==> src/rtl/dmr_pkg.sv <==
package dmr_pkg;
  typedef enum logic {
    SIG_SINGLE = 1'b0,
    SIG_BLOCK  = 1'b1
  } sig_mode_e;
endpackage

==> src/rtl/dmr_mode_sel.sv <==
module dmr_mode_sel
  import dmr_pkg::*;
(
  input  logic      fifo_en,
  input  logic      blk_sel,
  output sig_mode_e mode
);
  // Block style requires the FIFOs to be enabled
  assign mode = (fifo_en && blk_sel) ? SIG_BLOCK : SIG_SINGLE;
endmodule

==> src/rtl/dmr_tx_req.sv <==
module dmr_tx_req
  import dmr_pkg::*;
#(
  parameter int DEPTH = 64,
  parameter int CW    = $clog2(DEPTH + 1)
) (
  input  logic          clk,
  input  logic          rst,
  input  sig_mode_e     mode,
  input  logic          fifo_en,
  input  logic [CW-1:0] tx_free,
  input  logic [CW-1:0] tx_trig,
  output logic          act
);
  localparam logic [CW-1:0] CAP = CW'(DEPTH);

  logic full_c, empty_c, set_c, act_nx;

  assign full_c  = (tx_free == '0);
  assign empty_c = fifo_en ? (tx_free == CAP) : !full_c;
  assign set_c   = !full_c && (tx_free >= tx_trig);

  always_comb begin
    act_nx = act;
    if (mode == SIG_SINGLE) begin
      act_nx = empty_c;
    end else if (full_c) begin
      act_nx = 1'b0;
    end else if (set_c) begin
      act_nx = 1'b1;
    end
  end

  always_ff @(posedge clk) begin
    if (rst) act <= 1'b0;
    else     act <= act_nx;
  end

  // single style follows the empty state of the transmit side
  assert_tx_single_empty_R4: assert property (@(posedge clk) disable iff (rst)
    (mode == SIG_SINGLE && fifo_en && tx_free == CAP) |=> act);
  // block style sets at the trigger level
  assert_tx_block_set_R5: assert property (@(posedge clk) disable iff (rst)
    (mode == SIG_BLOCK && tx_free != '0 && tx_free >= tx_trig) |=> act);
  // block style clears on a full FIFO
  assert_tx_block_full_R6: assert property (@(posedge clk) disable iff (rst)
    (mode == SIG_BLOCK && tx_free == '0) |=> !act);
  // block style holds between events
  assert_tx_block_hold_R10: assert property (@(posedge clk) disable iff (rst)
    (mode == SIG_BLOCK && tx_free != '0 && tx_free < tx_trig) |=> $stable(act));
endmodule

==> src/rtl/dmr_rx_req.sv <==
module dmr_rx_req
  import dmr_pkg::*;
#(
  parameter int DEPTH = 64,
  parameter int CW    = $clog2(DEPTH + 1)
) (
  input  logic          clk,
  input  logic          rst,
  input  sig_mode_e     mode,
  input  logic [CW-1:0] rx_fill,
  input  logic [CW-1:0] rx_trig,
  input  logic          rx_timeout,
  input  logic          rx_err,
  output logic          act
);
  logic empty_c, clr_c, set_c, act_nx;

  assign empty_c = (rx_fill == '0);
  assign clr_c   = empty_c || rx_err;
  assign set_c   = (rx_fill >= rx_trig) || rx_timeout;

  always_comb begin
    act_nx = act;
    if (mode == SIG_SINGLE) begin
      act_nx = !empty_c;
    end else if (clr_c) begin
      act_nx = 1'b0;
    end else if (set_c) begin
      act_nx = 1'b1;
    end
  end

  always_ff @(posedge clk) begin
    if (rst) act <= 1'b0;
    else     act <= act_nx;
  end

  // single style requests while any character waits
  assert_rx_single_R3: assert property (@(posedge clk) disable iff (rst)
    (mode == SIG_SINGLE && rx_fill != '0) |=> act);
  // block style sets at the trigger level
  assert_rx_block_trig_R7: assert property (@(posedge clk) disable iff (rst)
    (mode == SIG_BLOCK && !rx_err && rx_fill != '0 && rx_fill >= rx_trig) |=> act);
  // block style sets on timeout
  assert_rx_block_tmo_R8: assert property (@(posedge clk) disable iff (rst)
    (mode == SIG_BLOCK && !rx_err && rx_fill != '0 && rx_timeout) |=> act);
  // block style clears on empty or error
  assert_rx_block_clr_R9: assert property (@(posedge clk) disable iff (rst)
    (mode == SIG_BLOCK && (rx_fill == '0 || rx_err)) |=> !act);
  // block style holds between events
  assert_rx_block_hold_R10: assert property (@(posedge clk) disable iff (rst)
    (mode == SIG_BLOCK && !rx_err && rx_fill != '0 && rx_fill < rx_trig && !rx_timeout)
      |=> $stable(act));
endmodule

==> src/rtl/dmr_ready_gen.sv <==
module dmr_ready_gen
  import dmr_pkg::*;
#(
  parameter int DEPTH = 64,
  parameter int CW    = $clog2(DEPTH + 1)
) (
  input  logic          clk,
  input  logic          rst,
  input  logic          fifo_en,
  input  logic          blk_sel,
  input  logic [CW-1:0] tx_free,
  input  logic [CW-1:0] tx_trig,
  input  logic [CW-1:0] rx_fill,
  input  logic [CW-1:0] rx_trig,
  input  logic          rx_timeout,
  input  logic          rx_err,
  output logic          txrdy_n,
  output logic          rxrdy_n
);
  sig_mode_e mode;
  logic      tx_act, rx_act;

  dmr_mode_sel u_mode (
    .fifo_en (fifo_en),
    .blk_sel (blk_sel),
    .mode    (mode)
  );

  dmr_tx_req #(.DEPTH(DEPTH), .CW(CW)) u_tx (
    .clk     (clk),
    .rst     (rst),
    .mode    (mode),
    .fifo_en (fifo_en),
    .tx_free (tx_free),
    .tx_trig (tx_trig),
    .act     (tx_act)
  );

  dmr_rx_req #(.DEPTH(DEPTH), .CW(CW)) u_rx (
    .clk        (clk),
    .rst        (rst),
    .mode       (mode),
    .rx_fill    (rx_fill),
    .rx_trig    (rx_trig),
    .rx_timeout (rx_timeout),
    .rx_err     (rx_err),
    .act        (rx_act)
  );

  // Pins are straight inversions of flop outputs: no glitch path
  assign txrdy_n = !tx_act;
  assign rxrdy_n = !rx_act;

  // reset leaves both requests inactive
  assert_reset_idle_R1: assert property (@(posedge clk)
    rst |=> (txrdy_n && rxrdy_n));
  // with FIFOs off, a waiting character requests regardless of blk_sel
  assert_fifo_off_single_R2: assert property (@(posedge clk) disable iff (rst)
    (!fifo_en && rx_fill != '0) |=> !rxrdy_n);
endmodule

==> config.mk <==
export PLATFORM = sky130hd
export DESIGN_NAME = dmr_ready_gen
export DESIGN_NICKNAME = d
export VERILOG_FILES = /design/src/rtl/dmr_pkg.sv /design/src/rtl/dmr_mode_sel.sv /design/src/rtl/dmr_tx_req.sv /design/src/rtl/dmr_rx_req.sv /design/src/rtl/dmr_ready_gen.sv
export SDC_FILE = /design/constraint.sdc
export NUM_CORES = 1
export LEC_CHECK = 0
export CAP_MARGIN = 0
export CORE_MARGIN = 3
export CORE_UTILIZATION = 29
export DETAILED_ROUTE_END_ITERATION = 10
export DONT_BUFFER_PORTS = 1
export GPL_TIMING_DRIVEN = 0
export MAX_ROUTING_LAYER = met4
export PLACE_DENSITY = 0.54
export SLEW_MARGIN = 10
export SYNTH_ARGS = -nofsm -noshare
export SYNTH_HDL_FRONTEND = slang
export SYNTH_HIERARCHICAL = 1
export SYNTH_SLANG_ARGS = --single-unit
==> constraint.sdc <==
create_clock -name clk -period 1.8 [get_ports clk]
set_clock_uncertainty 0.05 [all_clocks]
set_input_delay 0.36 -clock clk [delete_from_list [all_inputs] [get_ports clk]]
set_output_delay 0.36 -clock clk [all_outputs]
set_load 0.02 [all_outputs]
==> impl_summary.log <==
[metrics] number of global-route vias before repair: 406
[metrics] Clock Path Buffers: 2
[metrics] hold depth: 1
[metrics] Post-Syn Nets: 109
[metrics] number of enable flip-flop cells after synthesis: 0
[metrics] area of all placed cells without fillers: 521.8 sq um
[metrics] start of the worst register-to-register path: u_rx/act
[metrics] port bufs: 0
[metrics] achievable frequency: 0.7291 GHz
[metrics] number of DRC markers after the initial detailed-route iteration: 8
[metrics] worst hold margin: 0.1494 ns
[metrics] grt ovf: 0
[metrics] starting density of the core: 31.45%
[metrics] Total Power Consumption: 228.5 uW
[metrics] ranking of synthesized cells by instance count: sky130_fd_sc_hd__inv_1 (16), sky130_fd_sc_hd__ha_1 (14), sky130_fd_sc_hd__nand2b_1 (3), sky130_fd_sc_hd__nor2_1 (3)
[metrics] Max VDD drop: 211.4 uV
[metrics] top-level I/O count: 36
[metrics] number of rows created at floorplan: 14
[metrics] cell area power density: 437.9 nW/um^2
[metrics] die area: 2176 sq um
[metrics] master cell of the clock root buffer: sky130_fd_sc_hd__clkbuf_4
[metrics] Leakage Power: 0.0002776 uW
[metrics] P&R area growth vs syn: 8.877%
[metrics] FF+latch count, synth: 2
[metrics] CTS Buf Count: 3
[metrics] cell with the most instances after synthesis: sky130_fd_sc_hd__inv_1
[metrics] number of detailed-routing iterations run before antenna repair: 4
[metrics] die boundary height: 46.65 um
[metrics] critical path data required time: 1.89 ns
[metrics] Worst Path Max Fanout: 2
[metrics] arrival time at the worst endpoint: 1.46 ns
[metrics] final hold vios: 0
[metrics] max-cap viol count: 0
[metrics] total of endpoints with negative setup slack in the final report: 0
[metrics] clock period minus worst slack: 1.372 ns
[metrics] DRC viols: 0
[metrics] average detailed-routed wire length per instance: 12.29 um
[metrics] post-layout utilization of the core: 34.24%
[metrics] share of synthesized area occupied by flip-flops and latches: 8.355%
[metrics] setup repair after global routing missed its margin: no
[metrics] dominant cells by area after synthesis: sky130_fd_sc_hd__ha_1 (37%), sky130_fd_sc_hd__inv_1 (13%), sky130_fd_sc_hd__dfxtp_1 (8.4%)
[metrics] final number of max-transition violations: 0
[metrics] hold path startpoint: rst
[metrics] Floorplan Core Area: 1524 sq um
[metrics] post-CTS clock slew at the launch and capture registers of the worst setup and hold paths: 0.03 ns
[metrics] vias: 428
[metrics] total routing resource utilization after global routing: 9.992%
[metrics] combined flip-flop and latch cell area: 40.04 sq um
[metrics] Unique masters post-synth: 23
[metrics] critical path capture point type: flip-flop
[metrics] hold buffer count at cts: 0
[metrics] chip width: 46.65 um
[metrics] Crit Path Class: in2reg
[metrics] r2r endpoint: u_rx/act
[metrics] area of the mapped netlist: 479.2 sq um
[metrics] fill cell instance count of the final layout: 163
[metrics] remaining number of nets flagged by the antenna check after routing: 0
[metrics] placed cell area: 499.2 sq um
[metrics] Register-to-Register Path Depth: 4
[metrics] Main synth FF type: sky130_fd_sc_hd__dfxtp_1
[metrics] result of the run: completed
[metrics] type of the tightest min-delay check: in2reg
[metrics] Setup Fix Bufs, Post-CTS: 0
[metrics] clock tree from TritonCTS: yes
[metrics] area used by multi-input combinational logic: 379.1 sq um
[metrics] n_diodes: 0
[metrics] post-synthesis cell type with the largest combined area: sky130_fd_sc_hd__ha_1
[metrics] setup slack, reg-to-reg: 0.73 ns
[metrics] wire length of the first global-routing pass: 1.538 mm
[metrics] post-synthesis average cell area: 7.856 sq um
[metrics] instance count of the mapped netlist: 61
[metrics] Synth top area share: 36.55%
[metrics] share of cells above drive strength 1: 10.94%
[metrics] Clock Sinks: 2
[metrics] final HPWL from detailed placement: 911.4 um
[metrics] number of H-tree branching levels: 1
[metrics] pin count of the biggest net entering global routing: 4
[metrics] final-layout setup total negative slack: 0 ns
[metrics] WHS Endpoint: u_rx/act
[metrics] final net count: 114
[metrics] Placer Congestion: 0.6279
[metrics] Max-slew headroom: 76.65%
[metrics] number of synthesis warnings: 6
[metrics] total routed wirelength: 983 um
[metrics] async set-reset flop share out of synthesis: 0%
[metrics] Period Utilization, post-route: 76.20%
[metrics] insertion delay of the later-clocked pin in the worst-skew pair: 0.22 ns
[metrics] worst-margin pin slew: 0.3414 ns
[metrics] initial antenna violation count: 0
[metrics] via density per instance: 5.350
[metrics] number of gates resized after CTS: 0
[metrics] launching element type of the critical path: primary input
[stage by stage]
stage,cells,setup slack (ns)
2_1_floorplan,61,0.2563
3_3_place_gp,77,0.1902
3_5_place_dp,77,0.1828
4_1_cts,80,0.4168
5_1_grt,80,0.3539
6_report,80,0.4284
[critical path, stage by stage]
cell and delay [ns]:
sky130_fd_sc_hd__inv_1 0.02, sky130_fd_sc_hd__ha_1 0.25, sky130_fd_sc_hd__nand2b_1 0.09, sky130_fd_sc_hd__a31oi_1 0.09
sky130_fd_sc_hd__o41a_1 0.42, sky130_fd_sc_hd__a221oi_2 0.23
[how the worst max path moves through the flow]
stage,startpoint,end,cells past startpoint
floorplan,rx_trig[2],u_rx/act,6
global placement,rx_fill[0],u_rx/act,6
detailed placement,rx_trig[2],u_rx/act,6
CTS,rx_fill[0],u_rx/act,6
global route,rx_trig[2],u_rx/act,6
finish,rx_fill[0],u_rx/act,6
[layout by cell type (no fill, tap or decap), types with 2 or more instances in the layout]
cell type	instances
sky130_fd_sc_hd__nand2b_1	3
sky130_fd_sc_hd__nor2_1	3
sky130_fd_sc_hd__a211oi_1	2
sky130_fd_sc_hd__ha_1	14
sky130_fd_sc_hd__nand2_1	2
sky130_fd_sc_hd__a31oi_1	2
sky130_fd_sc_hd__a21oi_1	2
sky130_fd_sc_hd__o21ai_0	2
sky130_fd_sc_hd__dfxtp_1	2
sky130_fd_sc_hd__inv_1	16
sky130_fd_sc_hd__clkbuf_4	3
[logic make-up (layout without fill, tap and decap cells)]
family,count (synthesis),in the layout,share of synthesized area [%]
AND/OR/NAND/NOR,16,16,21.15
buffers and inverters,16,19,12.53
AO/OA/AOI/OAI,13,13,21.41
adder cells (fa/ha/maj),14,14,36.55
flip-flops,2,2,8.355
[registers in the layout (all words and copies together), names as in the netlist]
register and cells:
u_tx/act 1, u_rx/act 1
[layout make-up]
type                            count  share of cell area [%]
Tap cell                           16                   3.837
Sequential cell                     2                   7.674
Inverter                           16                   11.51
Clock buffer                        3                   4.317
Multi-Input combinational cell     43                   72.66
[power breakdown]
| group | leakage (uW) | switching [uW] | internal (uW) |
|---|---|---|---|
| Sequential | 0.0000168 | 1.93 | 48.2 |
| Combinational | 0.000247 | 41.2 | 37.6 |
| Clock | 0.0000138 | 26.0 | 73.6 |
[metal layers]
metal / GRT usage (%) / vias to the layer above / wire (um) / share of wire, %
met2: 16.21 / 27 / 443 / 45
met5: - / - / 0 / 0
li1: - / 222 / - / -
met1: 11.82 / 179 / 414 / 42
met4: 1.657 / 0 / 0 / 0
met3: 3.906 / 0 / 126 / 13
No activity file was read; power rests on OpenSTA's default activity.
